===== config.mk =====
export PLATFORM = sky130hd
export DESIGN_NAME = xlate_mmu
export DESIGN_NICKNAME = d
export VERILOG_FILES = /design/src/rtl/xlate_mmu_pkg.sv /design/src/rtl/xlate_mmu_ctrl.sv /design/src/rtl/xlate_mmu_datapath.sv /design/src/rtl/xlate_mmu.sv
export SDC_FILE = /design/constraint.sdc
export NUM_CORES = 1
export LEC_CHECK = 0
export BUFFER_PORTS_ARGS = -buffer_cell sky130_fd_sc_hd__buf_2
export CORE_ASPECT_RATIO = 0.7
export CORE_UTILIZATION = 35
export CTS_CLUSTER_SIZE = 24
export DETAILED_ROUTE_END_ITERATION = 16
export GPL_TIMING_DRIVEN = 0
export HOLD_SLACK_MARGIN = 0.12
export REMOVE_ABC_BUFFERS = 1
export SLEW_MARGIN = 10
export SYNTH_ARGS = -nofsm -noshare
export SYNTH_HDL_FRONTEND = slang
export SYNTH_SLANG_ARGS = --single-unit

===== constraint.sdc =====
create_clock -name clk -period 4.7 [get_ports clk]
set_input_delay 0.47 -clock clk [delete_from_list [all_inputs] [get_ports clk]]
set_output_delay 0.47 -clock clk [all_outputs]
set_load 0.02 [all_outputs]

===== src/rtl/xlate_mmu_pkg.sv =====
package xlate_mmu_pkg;
  typedef struct packed {
    logic capture;   // latch the accepted request
    logic hitRsp;    // respond from the cache
    logic fill;      // install the fetched descriptor and respond
    logic faultRsp;  // respond with a fault
  } mmuStrobes_t;

  typedef enum logic [0:0] {
    ST_IDLE = 1'b0,
    ST_WALK = 1'b1
  } mmuState_t;
endpackage


===== src/rtl/xlate_mmu_ctrl.sv =====
module xlate_mmu_ctrl
  import xlate_mmu_pkg::*;
(
  input  logic        clk,
  input  logic        rstN,
  input  logic        reqValid,
  input  logic        lookupHit,
  input  logic        entryResident,
  input  logic        memRspValid,
  output logic        reqReady,
  output logic        memReqValid,
  output mmuStrobes_t strb
);
  mmuState_t state, stateNext;
  logic accept;

  assign reqReady    = (state == ST_IDLE);
  assign memReqValid = (state == ST_WALK);
  assign accept      = reqValid && reqReady;

  always_comb begin
    strb          = '0;
    strb.capture  = accept;
    strb.hitRsp   = accept && lookupHit;
    strb.fill     = (state == ST_WALK) && memRspValid && entryResident;
    strb.faultRsp = (state == ST_WALK) && memRspValid && !entryResident;
  end

  always_comb begin
    stateNext = state;
    unique case (state)
      ST_IDLE: if (accept && !lookupHit) stateNext = ST_WALK;
      ST_WALK: if (memRspValid) stateNext = ST_IDLE;
      default: stateNext = ST_IDLE;
    endcase
  end

  always_ff @(posedge clk) begin
    if (!rstN) state <= ST_IDLE;
    else       state <= stateNext;
  end

  // a walk holds its read and blocks new requests until data returns
  p_walk_holds_r3: assert property (@(posedge clk) disable iff (!rstN)
    (memReqValid && !memRspValid) |=> (memReqValid && !reqReady));

  // a request that hits never starts a walk
  p_hit_no_walk_r2: assert property (@(posedge clk) disable iff (!rstN)
    (reqValid && reqReady && lookupHit) |=> (!memReqValid && reqReady));
endmodule


===== src/rtl/xlate_mmu_datapath.sv =====
module xlate_mmu_datapath
  import xlate_mmu_pkg::*;
#(
  parameter int PW      = 10,
  parameter int VW      = 22,
  parameter int MW      = 14,
  parameter int MAW     = 32,
  parameter int ENTRIES = 8
) (
  input  logic               clk,
  input  logic               rstN,
  input  mmuStrobes_t        strb,
  input  logic [VW+PW-1:0]   reqVaddr,
  input  logic               baseLoad,
  input  logic [MAW-1:0]     baseData,
  input  logic               invValid,
  input  logic [VW-1:0]      invVpn,
  input  logic [MW+1:0]      memRspData,
  output logic               lookupHit,
  output logic               entryResident,
  output logic [MAW-1:0]     memAddr,
  output logic               rspValid,
  output logic [MW+PW-1:0]   rspPaddr,
  output logic               rspFault
);
  localparam int VAW         = VW + PW;
  localparam int EW          = MW + 2;
  localparam int ENTRY_BYTES = (EW + 7) / 8;
  localparam int IW          = $clog2(ENTRIES);

  logic [VW-1:0]      reqVpn;
  logic [PW-1:0]      reqOff;
  logic [VW-1:0]      tlbVpn [ENTRIES];
  logic [MW-1:0]      tlbPpn [ENTRIES];
  logic [ENTRIES-1:0] tlbR;
  logic [ENTRIES-1:0] hitVec;
  logic [ENTRIES-1:0] invMatch;
  logic [MW-1:0]      hitPpn;
  logic [MW-1:0]      memPpn;
  logic [VW-1:0]      vpnQ;
  logic [PW-1:0]      offQ;
  logic [MAW-1:0]     baseQ;
  logic [IW-1:0]      rrPtr;
  logic [IW-1:0]      freeIdx;
  logic [IW-1:0]      victimIdx;
  logic               anyFree;

  assign reqVpn        = reqVaddr[VAW-1:PW];
  assign reqOff        = reqVaddr[PW-1:0];
  assign memPpn        = memRspData[MW-1:0];
  assign entryResident = memRspData[MW];

  // Parallel tag compare for lookup and invalidate
  for (genvar i = 0; i < ENTRIES; i++) begin : g_cmp
    assign hitVec[i]   = tlbR[i] && (tlbVpn[i] == reqVpn);
    assign invMatch[i] = tlbR[i] && (tlbVpn[i] == invVpn);
  end

  assign lookupHit = |hitVec;

  always_comb begin
    hitPpn = '0;
    for (int i = 0; i < ENTRIES; i++)
      if (hitVec[i]) hitPpn = hitPpn | tlbPpn[i];
  end

  // Lowest free slot wins; descending scan leaves the lowest index
  always_comb begin
    anyFree = 1'b0;
    freeIdx = '0;
    for (int i = ENTRIES - 1; i >= 0; i--)
      if (!tlbR[i]) begin
        anyFree = 1'b1;
        freeIdx = IW'(i);
      end
  end

  assign victimIdx = anyFree ? freeIdx : rrPtr;

  always_ff @(posedge clk) begin
    if (!rstN) begin
      rrPtr <= '0;
    end else if (strb.fill && !anyFree) begin
      rrPtr <= (rrPtr == IW'(ENTRIES - 1)) ? '0 : rrPtr + 1'b1;
    end
  end

  always_ff @(posedge clk) begin
    if (strb.fill) begin
      tlbVpn[victimIdx] <= vpnQ;
      tlbPpn[victimIdx] <= memPpn;
    end
  end

  always_ff @(posedge clk) begin
    if (!rstN) begin
      tlbR <= '0;
    end else begin
      if (strb.fill) tlbR[victimIdx] <= 1'b1;
      for (int i = 0; i < ENTRIES; i++)
        if (invValid && (invMatch[i] ||
            (strb.fill && victimIdx == IW'(i) && vpnQ == invVpn)))
          tlbR[i] <= 1'b0;
    end
  end

  always_ff @(posedge clk) begin
    if (!rstN) begin
      baseQ <= '0;
    end else if (baseLoad) begin
      baseQ <= baseData;
    end
  end

  always_ff @(posedge clk) begin
    if (strb.capture) begin
      vpnQ <= reqVpn;
      offQ <= reqOff;
    end
  end

  assign memAddr = baseQ + MAW'(vpnQ) * MAW'(ENTRY_BYTES);

  always_ff @(posedge clk) begin
    if (!rstN) begin
      rspValid <= 1'b0;
      rspFault <= 1'b0;
      rspPaddr <= '0;
    end else begin
      rspValid <= strb.hitRsp || strb.fill || strb.faultRsp;
      rspFault <= strb.faultRsp;
      if (strb.hitRsp)        rspPaddr <= {hitPpn, reqOff};
      else if (strb.fill)     rspPaddr <= {memPpn, offQ};
      else if (strb.faultRsp) rspPaddr <= '0;
    end
  end

  // no VPN is ever held valid in two slots
  p_single_match_r5: assert property (@(posedge clk) disable iff (!rstN)
    $onehot0(hitVec));

  // after an invalidate no slot that matched stays valid
  p_inv_clears_r7: assert property (@(posedge clk) disable iff (!rstN)
    invValid |=> (($past(invMatch) & tlbR) == '0));

  // the chosen victim slot is valid after a fill
  p_fill_sets_r8: assert property (@(posedge clk) disable iff (!rstN)
    (strb.fill && !invValid) |=> tlbR[$past(victimIdx)]);

  // a fault only appears on a response
  p_fault_on_rsp_r6: assert property (@(posedge clk) disable iff (!rstN)
    rspFault |-> rspValid);
endmodule


===== src/rtl/xlate_mmu.sv =====
module xlate_mmu
  import xlate_mmu_pkg::*;
#(
  parameter int PW      = 10,
  parameter int VW      = 22,
  parameter int MW      = 14,
  parameter int MAW     = 32,
  parameter int ENTRIES = 8
) (
  input  logic             clk,
  input  logic             rstN,
  input  logic             reqValid,
  output logic             reqReady,
  input  logic [VW+PW-1:0] reqVaddr,
  output logic             rspValid,
  output logic [MW+PW-1:0] rspPaddr,
  output logic             rspFault,
  output logic             memReqValid,
  output logic [MAW-1:0]   memAddr,
  input  logic             memRspValid,
  input  logic [MW+1:0]    memRspData,
  input  logic             baseLoad,
  input  logic [MAW-1:0]   baseData,
  input  logic             invValid,
  input  logic [VW-1:0]    invVpn
);
  mmuStrobes_t strb;
  logic lookupHit;
  logic entryResident;

  xlate_mmu_ctrl u_ctrl (
    .clk          (clk),
    .rstN         (rstN),
    .reqValid     (reqValid),
    .lookupHit    (lookupHit),
    .entryResident(entryResident),
    .memRspValid  (memRspValid),
    .reqReady     (reqReady),
    .memReqValid  (memReqValid),
    .strb         (strb)
  );

  xlate_mmu_datapath #(
    .PW(PW), .VW(VW), .MW(MW), .MAW(MAW), .ENTRIES(ENTRIES)
  ) u_dp (
    .clk          (clk),
    .rstN         (rstN),
    .strb         (strb),
    .reqVaddr     (reqVaddr),
    .baseLoad     (baseLoad),
    .baseData     (baseData),
    .invValid     (invValid),
    .invVpn       (invVpn),
    .memRspData   (memRspData),
    .lookupHit    (lookupHit),
    .entryResident(entryResident),
    .memAddr      (memAddr),
    .rspValid     (rspValid),
    .rspPaddr     (rspPaddr),
    .rspFault     (rspFault)
  );
endmodule


Yosys cells after proc, flatten, opt, wreduce, memory -nomap -nowiden
Memories as Yosys holds them, arrays and structs flattened.
Cells that the tools add are included.
Widths: inputs -> output; s select.
{ "classes": {"magnitude_cmp": 2, "addsub": 2, "n_bitwise": 10, "mux": 36, "n_eq_ne": 25, "n_reduce_logical": 72} }
{ "op_table": {"columns": ["operator", "n"], "rows": [
  ["$eq 22x22->1", 17],
  ["$mux 14", 8],
  ["$or 14x14->14", 7],
  ["$mux 24", 3],
  ["$logic_and 1x1->1", 48],
  ["$add 32x23->32", 1],
  ["$mux 3", 10],
  ["$reduce_or 2->1", 8],
  ["$eq 3x3->1 const B", 5],
  ["$mux 1", 13],
  ["$logic_or 1x1->1", 10],
  ["$or 8x8->8", 1],
  ["$reduce_or 8->1", 1],
  ["$eq 3x2->1 const B", 2],
  ["$lt 3x4->1 const B", 1],
  ["$add 3x1->3 const B", 1],
  ["$demux 1 s3", 1],
  ["$eq 3x1->1 const B", 1],
  ["$ge 3x1->1 const B", 1],
  ["$logic_not 1->1", 3],
  ["$logic_not 3->1", 1],
  ["$reduce_bool 3->1", 1],
  ["$not 1->1", 2],
  ["$pmux 1 s2", 1]
]} }
{ "word_totals": {"out_inout_bits": 60, "ram_bits": 288, "memories": 2, "regBits": 102} }
{ "mem_list": {"columns": ["name", "words", "width", "rd", "rd_ports_with_merged_regs", "write_ports", "line", "text"], "rows": [
  ["u_dp.tlbVpn", 8, 22, 8, 0, 1, "xlate_mmu_datapath.sv:33", "logic [VW-1:0] tlbVpn [ENTRIES];"],
  ["u_dp.tlbPpn", 8, 14, 8, 0, 1, "xlate_mmu_datapath.sv:34", "logic [MW-1:0] tlbPpn [ENTRIES];"]
]} }

Logic depth before layout (Yosys ltp)
Gate-level depths: netlist of run 1.
{ "depth": {"ltp_word": 18, "depth_mapped": 11} }

By module
From an unflattened synthesis of run 1, not the netlist that was laid out.
{ "hier_totals": {"hier_cells": 1491, "area_unflattened_um2": 19114.6} }
{ "modules_own_cells": {"columns": ["mod", "n_inst", "area_each_um2", "seq_area_each_um2", "cells_per_inst"], "rows": [
  ["xlate_mmu_datapath", 1, 19030.8, 10990.5, 1481],
  ["xlate_mmu_ctrl", 1, 83.8, 20.0, 10]
]} }

Worst setup path before layout of run 1
No wires, ideal clock.
{ "synth_path": {"kind": "register to register", "start": "reg u_dp.tlbR[6]", "end": "reg u_dp.tlbR[5]", "n_path_buf": 0, "synth_period_minus_slack_ns": 4.112, "arrival_time_ns": 3.983, "required_time_ns": 4.571, "stages_incl_launch_ff": 9, "setup_slack_ns": 0.588, "path_cell_list": "dfxtp_1 -> inv_1 -> o21ai_0 -> a21boi_0 -> o21ai_0 -> a22oi_1 -> nor3_1 -> a32o_1 -> a21oi_1"} }
{ "synth_between": {"elab_chain_len": 14} }
{ "synth_lines": {"columns": ["item", "line", "text"], "rows": [
  ["start, declared", "xlate_mmu_datapath.sv:35", "logic [ENTRIES-1:0] tlbR;"],
  ["start signal, assigned", "xlate_mmu_datapath.sv:97", "tlbR <= '0;"],
  ["start signal, assigned by index", "xlate_mmu_datapath.sv:99", "if (strb.fill) tlbR[victimIdx] <= 1'b1;"],
  ["start signal, assigned by index", "xlate_mmu_datapath.sv:103", "tlbR[i] <= 1'b0;"],
  ["$mux 3 or $mux 1 (tied branches) (7 in series)", "xlate_mmu_datapath.sv:72", "if (!tlbR[i]) begin"],
  ["$mux 3 *", "xlate_mmu_datapath.sv:78", "assign victimIdx = anyFree ? freeIdx : rrPtr;"],
  ["parallel branches: the longest is 6 deep, another holds $lt 3x4->1", null, null]
]} }
Every way passes the cells marked *.
A chain may end at the register's enable or synchronous reset.

Final worst setup path of run 1
{ "layout_path": {"start": "reg u_dp.vpnQ[5]", "end": "out memAddr[21]"} }
{ "layout_between": {"elab_chain_len": 1} }
{ "layout_lines": {"columns": ["item", "line", "text"], "rows": [
  ["start, declared", "xlate_mmu_datapath.sv:40", "logic [VW-1:0] vpnQ;"],
  ["start signal, assigned", "xlate_mmu_datapath.sv:117", "vpnQ <= reqVpn;"],
  ["$add 32x23->32", "xlate_mmu_datapath.sv:122", "assign memAddr = baseQ + MAW'(vpnQ) * MAW'(ENTRY_BYTES);"],
  ["end, declared", "xlate_mmu.sv:19", "output logic [MAW-1:0] memAddr,"]
]} }
No other way between the ends.

==> results.yml, run 1 <==
run_status:
  status: "complete, no violations"
finish:
  final_cell_mix: "320 x edfxtp_1, 205 x xnor2_1, 194 x xor2_1, 166 x buf_2, 70 x dfxtp_1"
  fill_cells: 4824
  final_common_cell: "edfxtp_1"
  area_growth_pct: 20.71
  insertedDiodeCount: 0
  nNetsFinal: 1763
  fin_util: 0.4278
  drive_above_1_share: 0.1881
  multi_input_area_mm2: 0.007161
  seq_area_mm2: 0.01101
sta:
  finalSetupViolations: 0
  drv_slew: 0
  fin_hold_ws_ns: 0.1495
  clock_skew_ns: 0.03740
  timing.final.crit_share: 0.9646
  hold_viol_final: 0
  maxSlewHeadroom: 0.3502
  fin_ws_ns: 0.1665
  max_clock_freq_mhz: 220.6
  period_minus_slack_ns: 4.534
  worst_pin_slew_ns: 0.9741
  setup_tns_ns: 0
power:
  ir_worst_vdd_uv: 266.7
  p_per_area_mw_per_mm2: 367.9
  switchingPower_uw: 2024
  power_frac_clock: 0.435
  p_seq_frac: 0.471
  switching_share: 0.2464
  power.internal_uw: 6191
  pwr-share-comb: 0.094
  leakage_uw: 0.007930
synth:
  async_flop_share: 0
  synthFlopType: "edfxtp_1"
  synth_edf_count: 320
  syn_area_per_cell_um2: 13.22
  ys_seq_area_frac: 0.5951
  yosys_warnings: 0
  ys_seq_elements: 390
  syn-cell-area_mm2: 0.01850
  synthCells: 1400
  synth_cell_types: 55
clock_network:
  clockBufferDepth: 3
  clk_pin_slew_ns: 0.06
  clockRootBuffer: "clkbuf_16"
  clkLatencyLatePin_ns: 0.58
  cts_tree: "built"
  cts.sinks: 390
  cts_buffers: 42
  cts.htree.levels: 2
routing:
  met3_wirelength_mm: 6.268
  dr.pass1.iters: 7
  wl_met2_mm: 26.50
  drtIter0Drc: 1302
  ant_nets: 0
  routed_wirelength_mm: 60.59
  viasPerCell: 5.441
  wl_met1_mm: 26.23
  num_vias: 12780
  wl_per_cell_um: 25.80
  drc_errors: 0
  routed.top_layer: "met4"
setup_path:
  critPathLaunchType: "flop"
  crit_type: "reg -> out"
  crit_path_end_kind: "primary output"
  r2r_setup_slack_ns: 1.28
  worstRegToRegCells: 8
  reg2reg_from: "u_dp.tlbVpn[7][18]"
  path_max_fanout: 10
  required_ns: 4.23
  r2r_end: "u_dp.rspPaddr[22]"
  worst-endpoint-arrival_ns: 4.06
floorplanning:
  die_h_um: 194.4
  rows: 70
  core_area_mm2: 0.05220
  initial_utilization: 0.3544
  die_w_um: 276.8
  pin_count: 168
  die-area_mm2: 0.05380
min_path:
  hold_path_class: "in -> reg"
  min_from: "baseData[26]"
  hold_depth: 3
  min_to: "u_dp.baseQ[26]"
grt:
  grt_max_degree: 36
  grt_pass1_vias: 12610
  grt_pass1_wl_mm: 86.53
  grt_antenna_before_repair: 2
  grt_overflow: 0
  track_usage: 0.2224
place:
  hpwlAfterDp_mm: 39.92
  dp_slack_ns: 0.3193
  routabilityCongestion: 0.8960
  port_buffers: 166
run:
  maxCapViolations: 0
[power groups by stage]
| stage | Combinational (uW) | Clock (uW) | Sequential (uW) |
|---|---|---|---|
| 2_1_floorplan | 371 | 0 | 3910 |
| 3_3_place_gp | 694 | 0 | 3960 |
| 3_5_place_dp | 707 | 0 | 3950 |
| 4_1_cts | 746 | 3630 | 3870 |
| 5_1_grt | 821 | 3760 | 3870 |
| 6_report | 774 | 3570 | 3870 |
[cells in the mapped netlist (20+ instances only)]
| cell type | instances | area share |
|---|---|---|
| a22oi_1 | 29 | 0.012 |
| edfxtp_1 | 320 | 0.52 |
| a21oi_1 | 28 | 0.0076 |
| nor4_1 | 44 | 0.015 |
| nand4_1 | 63 | 0.021 |
| xnor2_1 | 205 | 0.097 |
| mux2i_1 | 32 | 0.017 |
| xor2_1 | 194 | 0.092 |
| a31oi_1 | 24 | 0.0081 |
| clkbuf_1 | 40 | 0.0081 |
| dfxtp_1 | 70 | 0.076 |
| ha_1 | 24 | 0.016 |
| buf_4 | 21 | 0.0085 |
| nor2_1 | 53 | 0.011 |
| nor3_1 | 30 | 0.0081 |
| nand2_1 | 38 | 0.0077 |
| o21ai_0 | 20 | 0.0054 |
[critical path: stages, from the launching register on]
cell and delay (ns):
edfxtp_1 0.82, ha_1 0.43, a21o_1 0.22, or4_1 0.41
o211ai_1 0.28, a21boi_1 0.17, a21bo_2 0.26, a41oi_2 0.33
nor2b_1 0.22, xnor2_1 0.15, buf_2 0.20
[timing repair]
action | in CTS | in global routing
hold buffers | 37 | 0
endpoints found under the hold margin | 37 | 0
gates cloned | 0 | 0
endpoints found under the setup margin | 8 | 5
gates resized for setup | 0 | 2
setup buffers | 5 | 10
[state kept, by name, summed over array words and instances (netlist names)]
register	flops
u_dp.rrPtr	3
u_dp.rspFault	1
u_dp.rspValid	1
u_dp.rspPaddr	24
u_dp.tlbR	8
u_dp.tlbVpn	176
u_dp.vpnQ	22
u_dp.offQ	10
u_dp.tlbPpn	112
u_dp.baseQ	32
u_ctrl.memReqValid	1
[cells by family after synthesis]
group                    synth area share
AO/OA/AOI/OAI                     0.07527
XOR/XNOR                           0.1889
adder cells (fa/ha/maj)           0.01731
buffers and inverters             0.02320
flip-flops                         0.5951
multiplexers                      0.01731
AND/OR/NAND/NOR                   0.08291
[per-stage QoR]
stage          cells  total power, uW  area (um^2)
6_report        2348             8216        22330
5_1_grt         2348             8450        22330
4_1_cts         2338             8245        22240
3_5_place_dp    2218             4661        20360
3_3_place_gp    2178             4649        19820
2_1_floorplan   1328             4276        18130
[metal layers]
| layer | vias up | track usage |
|---|---|---|
| met1 | 6367 | 0.3161 |
| met5 | - | 0 |
| li1 | 5682 | - |
| met3 | 106 | 0.05265 |
| met4 | 0 | 0.06214 |
| met2 | 621 | 0.3380 |
[cell type report]
type	count	share of cell area
well taps	684	0.03832
inverters	15	0.002521
multi-input cells	923	0.3206
clock inverters	28	0.01703
clock buffers	50	0.04885
flip-flops and latches	390	0.4930
repair buffers	258	0.07961
[worst max-delay path by stage]
stage | start | end | slack [ns]
3_5_place_dp | u_dp.vpnQ[0] | memAddr[31] | 0.32
6_report | u_dp.vpnQ[5] | memAddr[21] | 0.17
5_1_grt | u_dp.vpnQ[0] | memAddr[31] | -0.001
4_1_cts | u_dp.vpnQ[2] | memAddr[24] | 0.02
2_1_floorplan | u_ctrl.memReqValid | u_dp.tlbR[0] | 0.47
3_3_place_gp | memRspValid | u_dp.tlbR[4] | -2.50
Note: power is estimated with default switching activity, not from simulation.
==> run 2, diff against run 1 <==
--- a/config.mk
+++ b/config.mk
@@ -7,11 +7,13 @@
 export LEC_CHECK = 0
 export BUFFER_PORTS_ARGS = -buffer_cell sky130_fd_sc_hd__buf_2
 export CORE_ASPECT_RATIO = 0.7
+export CORE_MARGIN = 10
 export CORE_UTILIZATION = 35
 export CTS_CLUSTER_SIZE = 24
 export DETAILED_ROUTE_END_ITERATION = 16
 export GPL_TIMING_DRIVEN = 0
 export HOLD_SLACK_MARGIN = 0.12
+export RECOVER_POWER = 100
 export REMOVE_ABC_BUFFERS = 1
 export SLEW_MARGIN = 10
 export SYNTH_ARGS = -nofsm -noshare
==> run 2 against run 1 <==
  * The run now ends with max-capacitance violations, max-slew violations left
  * Sequential cell count stayed put
  * Global-route usage is 2.5 points lower
  * Critical path depth stayed put
  * Clock skew is 0.012 ns lower
  * Critical path type unchanged
  * Highest routed layer unchanged
==> results.yml, run 2 (synthesis results as in run 1) <==
run_status:
  status: "complete, but fails checks"
  violations: "max-capacitance violations, max-slew violations"
grt:
  grt_max_degree: 33
  track_usage: 0.1971
  grt_antenna_before_repair: 2
  grt_overflow: 0
  grt_pass1_vias: 12540
  grt_pass1_wl_mm: 89.60
setup_path:
  critPathLaunchType: "flop"
  critical_path_buf_inv_count: 1
  crit_path_end_kind: "primary output"
  crit_family: "compound AO/OA/AOI/OAI gates"
  cpMaxStageDelayCell: "edfxtp_1"
  cpPeakStageDelay_ns: 0.69
  path_cells: "ha_1 > o211a_1 > o21ai_0 > a21oi_1 > o311ai_0 > a221oi_1 > o21ai_0 > a21boi_0 > xor2_1 > buf_2"
  crit_type: "reg -> out"
  path_max_fanout: 10
  worst-endpoint-arrival_ns: 4.06
  required_ns: 4.23
  crit_path_frequent_cell: "o21ai_0"
power:
  power.internal_uw: 6091
  pwr-share-comb: 0.092
  ir_worst_vdd_uv: 225.8
  power_frac_clock: 0.427
  p_per_area_mw_per_mm2: 372.3
  leakage_uw: 0.007274
  switchingPower_uw: 1959
  p_seq_frac: 0.481
  switching_share: 0.2434
clock_network:
  cts_buffers: 41
  cts.htree.levels: 2
  clk_pin_slew_ns: 0.06
  cts_tree: "built"
  clockBufferDepth: 3
  clkLatencyLatePin_ns: 0.56
  cts.sinks: 390
  clockRootBuffer: "clkbuf_16"
floorplanning:
  core_area_mm2: 0.05229
  rows: 70
  die_w_um: 294.8
  pin_count: 168
  die_h_um: 212.4
  initial_utilization: 0.3538
  die-area_mm2: 0.06260
place:
  place_area_mm2: 0.02033
  dp_slack_ns: 0.4511
  routabilityCongestion: 0.8854
  hpwlAfterDp_mm: 41.93
  port_buffers: 166
  post-place-cells: 2219
finish:
  area_growth_pct: 16.86
  top_register: "u_dp.tlbVpn"
  final_cell_mix: "320 x edfxtp_1, 205 x xnor2_1, 194 x xor2_1, 144 x clkbuf_1, 70 x dfxtp_1"
  biggestRegsByFlops: "u_dp.tlbVpn: 176 flops, u_dp.tlbPpn: 112 flops, u_dp.baseQ: 32 flops"
  nNetsFinal: 1738
  final_common_cell: "edfxtp_1"
  instances_no_fill: 2321
  fill_cells: 4881
  largest_reg_flops: 176
  drive_above_1_share: 0.09713
  post-route-cell-area_mm2: 0.02162
  insertedDiodeCount: 0
sta:
  timing.final.crit_share: 0.9645
  setup_tns_ns: 0
  maxSlewHeadroom: -0.6148
  rsz0062_at_grt: "false"
  hold_viol_final: 0
  finalSetupViolations: 0
  fin_ws_ns: 0.1669
  drv_slew: 59
  period_minus_slack_ns: 4.533
  worst_pin_slew_ns: 2.422
  max_clock_freq_mhz: 220.6
  clock_skew_ns: 0.02492
routing:
  routed_wirelength_mm: 62.74
  dr.pass1.iters: 5
  wl_per_cell_um: 27.03
  drc_errors: 0
  ant_nets: 0
  drtIter0Drc: 1703
  num_vias: 12790
  viasPerCell: 5.512
run:
  maxCapViolations: 3
min_path:
  hold_path_class: "in -> reg"
run 2: cell count changes in the layout (fill, tap and decap cells not counted), moves of 7 or more:
cell,previous run,this run
nor3_1,22,30
buf_4,30,2
buf_6,17,1
buf_2,166,65
dlygate4sd3_1,37,11
nor3_2,8,1
clkbuf_1,7,144
run 2: cell type report:
| class | count | area [um^2] | area share |
|---|---|---|---|
| Clock inverter | 28 | 315.3 | 0.01458 |
| Timing Repair Buffer | 234 | 1187 | 0.05492 |
| Clock buffer | 47 | 1091 | 0.05046 |
| Sequential cell | 390 | 11010 | 0.5093 |
| Inverter | 15 | 56.30 | 0.002604 |
| Multi-Input combinational cell | 923 | 7104 | 0.3286 |
| Tap cell | 684 | 855.8 | 0.03958 |
run 2: final timing paths:
path / startpoint / endpoint / slack [ns] / depth (start not counted)
max: u_dp.vpnQ[5] / memAddr[26] / 0.17 / 10
min: baseData[28] / u_dp.baseQ[28] / 0.15 / 3
max reg2reg: u_ctrl.memReqValid / u_dp.tlbVpn[4][15] / 0.52 / 7
min reg2reg: u_dp.rspPaddr[12] / u_dp.rspPaddr[12] / 0.49 / 1
run 2: metrics by stage:
stage	hold slack (ns)	total power (uW)	util
floorplan	0.4540	4276	-
global placement	0.4674	4660	0.3790
detailed placement	0.4662	4673	0.3888
CTS	0.1222	8104	0.4188
global route	0.1407	8309	0.4135
finish	0.1470	8050	0.4135
run 2: power by group through the flow:
stage | clock [uW] | sequential (uW) | combinational [uW]
after floorplan | 0 | 3910 | 371
after global placement | 0 | 3960 | 703
after detailed placement | 0 | 3960 | 716
after CTS | 3490 | 3880 | 740
after global routing | 3650 | 3870 | 790
final | 3430 | 3870 | 744
run 2: repair_timing:
item,4_1_cts,5_1_grt
hold endpoints to repair,11,0
setup endpoints to repair,8,5
hold buffers,11,0
buffers inserted,5,11
resized for setup,0,1
run 2: metal layers:
layer  track usage  wire, um  share of wire  vias to the layer above
met1        0.2839     27440           0.44                     6409
met2        0.2855     26910           0.43                      659
met3       0.05054      6659           0.11                      110
li1              -         -              -                     5616
met4       0.05917      1729          0.028                        0
met5             0         0              0                        -
run 2: worst min-delay path, stage by stage:
cell	delay, ns
buf_2	0.07
mux2i_1	0.05
nor2_1	0.08
==> run 3, diff against run 2 <==
--- a/config.mk
+++ b/config.mk
@@ -5,12 +5,12 @@
 export SDC_FILE = /design/constraint.sdc
 export NUM_CORES = 1
 export LEC_CHECK = 0
-export BUFFER_PORTS_ARGS = -buffer_cell sky130_fd_sc_hd__buf_2
 export CORE_ASPECT_RATIO = 0.7
 export CORE_MARGIN = 10
 export CORE_UTILIZATION = 35
 export CTS_CLUSTER_SIZE = 24
 export DETAILED_ROUTE_END_ITERATION = 16
+export DONT_BUFFER_PORTS = 1
 export GPL_TIMING_DRIVEN = 0
 export HOLD_SLACK_MARGIN = 0.12
 export RECOVER_POWER = 100
==> run 3 against run 2 <==
  * The run still ends with max-capacitance violations, max-slew violations left
  * Core utilization rose by 0.64 points
  * Clock power increased by 3%
  * Cell count fell by 2.9%
  * Global-route usage grew 0.28 points
  * Non-clock buffer count shrank 73
  * Via count decreased by 2.1%
  * Die area unchanged
  * Wire length grew 2.0%
  * Register-to-register slack got worse by 0.05 ns
  * Power decreased by 0.67%
  * Fmax down 1.9%
==> results.yml, run 3 (synthesis results as in run 1) <==
finish:
  post-route-cell-area_mm2: 0.02195
  nNetsFinal: 1667
  biggestRegsByFlops: "u_dp.tlbVpn: 176 flops, u_dp.tlbPpn: 112 flops, u_dp.baseQ: 32 flops"
  drive_above_1_share: 0.06122
  final_cell_mix: "320 x edfxtp_1, 205 x xnor2_1, 190 x xor2_1, 115 x dlygate4sd3_1, 70 x dfxtp_1"
  instances_no_fill: 2253
  multi_input_area_mm2: 0.007156
  final_common_cell: "edfxtp_1"
  top_register: "u_dp.tlbVpn"
  largest_reg_flops: 176
  seq_area_mm2: 0.01101
  fill_cells: 4825
  fin_util: 0.4199
  area_growth_pct: 18.66
setup_path:
  required_ns: 4.23
  critical_path_buf_inv_count: 0
  critPathLaunchType: "flop"
  crit_family: "compound AO/OA/AOI/OAI gates"
  crit_type: "reg -> out"
  path_max_fanout: 10
  crit_path_end_kind: "primary output"
  cpMaxStageDelayCell: "edfxtp_1"
  path_cells: "ha_1 > a21o_1 > or4_1 > o211ai_1 > a21boi_1 > a21bo_2 > a41oi_2 > a211oi_1 > xor2_1"
  cpPeakStageDelay_ns: 0.84
  worst-endpoint-arrival_ns: 4.15
run:
  maxCapViolations: 1
routing:
  drtIter0Drc: 1473
  drc_errors: 0
  routed_wirelength_mm: 64.02
  viasPerCell: 5.557
  dr.pass1.iters: 5
  num_vias: 12520
  wl_per_cell_um: 28.42
  ant_nets: 0
grt:
  grt_pass1_wl_mm: 90.25
  track_usage: 0.1999
  grt_overflow: 0
  grt_max_degree: 33
  grt_pass1_vias: 12470
  grt_antenna_before_repair: 5
floorplanning:
  initial_utilization: 0.3538
  pin_count: 168
  die_w_um: 294.8
  core_area_mm2: 0.05229
  die-area_mm2: 0.06260
  rows: 70
  die_h_um: 212.4
min_path:
  hold_path_class: "in -> reg"
run_status:
  status: "complete, but fails checks"
  violations: "max-capacitance violations, max-slew violations"
power:
  ir_worst_vdd_uv: 217.7
  leakage_uw: 0.007281
  p_per_area_mw_per_mm2: 364.2
place:
  place_area_mm2: 0.01953
  post-place-cells: 2052
  routabilityCongestion: 0.8864
  dp_slack_ns: 0.03617
  port_buffers: 0
  hpwlAfterDp_mm: 41.29
clock_network:
  clockRootBuffer: "clkbuf_16"
  cts.sinks: 390
  cts_buffers: 43
  clockBufferDepth: 3
  clk_pin_slew_ns: 0.06
  clkLatencyLatePin_ns: 0.58
  cts.htree.levels: 2
  cts_tree: "built"
sta:
  worst_pin_slew_ns: 1.833
  max_clock_freq_mhz: 216.4
  clock_skew_ns: 0.03327
  setup_tns_ns: 0
  fin_ws_ns: 0.07922
  timing.final.crit_share: 0.9831
  drv_slew: 27
  period_minus_slack_ns: 4.621
  finalSetupViolations: 0
  hold_viol_final: 0
  maxSlewHeadroom: -0.2223
  rsz0062_at_grt: "true"
==> run 3: layout make-up <==
cell class | count | share of cell area
Tap cell | 684 | 0.03898
Multi-Input combinational cell | 923 | 0.3259
Inverter | 15 | 0.002565
Sequential cell | 390 | 0.5015
Clock buffer | 52 | 0.05335
Timing Repair Buffer | 161 | 0.06446
Antenna cell | 1 | 0.0001140
Clock inverter | 27 | 0.01305
==> run 3: where the power goes <==
part	internal [uW]	total [uW]	switching, uW
Clock	2060	3520	1460
Sequential	3790	3890	97.2
Combinational	271	592	321
Total	6120	8000	1870
==> run 3: timing repair <==
| item | CTS | global route |
|---|---|---|
| buffers inserted | 6 | 0 |
| resized for setup | 0 | 10 |
| hold endpoints to repair | 211 | 0 |
| setup endpoints to repair | 10 | 6 |
| hold buffers | 115 | 0 |
| pin swaps | 0 | 1 |
==> run 3: worst register-to-register path, cell delays in order (launching register included) <==
cell and delay [ns]:
dfxtp_1 0.40, inv_1 0.25, nand2_1 0.11, inv_1 0.52
clkbuf_1 1.38, o21a_1 0.71, nor3b_2 0.33, a221o_1 0.43
==> run 3: metrics by stage <==
stage | hold slack [ns] | total power [uW]
after floorplan | 0.4540 | 4276
after global placement | 0.4759 | 4413
after detailed placement | 0.4920 | 4425
after CTS | 0.2052 | 8048
after global routing | 0.2153 | 8231
final | 0.2180 | 7996
==> run 3: routing by layer <==
layer,GRT usage,routed length [um],up-vias
met5,0.003247,0,-
met2,0.3058,28350,648
met1,0.2678,26790,6298
li1,-,-,5469
met3,0.06180,7124,104
met4,0.06005,1759,0
==> run 3: final timing paths <==
| check | startpoint | endpoint | slack, ns | depth (start not counted) |
|---|---|---|---|---|
| setup / recovery | u_dp.vpnQ[5] | memAddr[25] | 0.08 | 9 |
| hold / removal | rstN | u_dp.rrPtr[1] | 0.22 | 2 |
| setup reg to reg | u_ctrl.memReqValid | u_dp.rspPaddr[11] | 0.47 | 7 |
| hold reg to reg | u_dp.offQ[4] | u_dp.rspPaddr[4] | 0.51 | 2 |
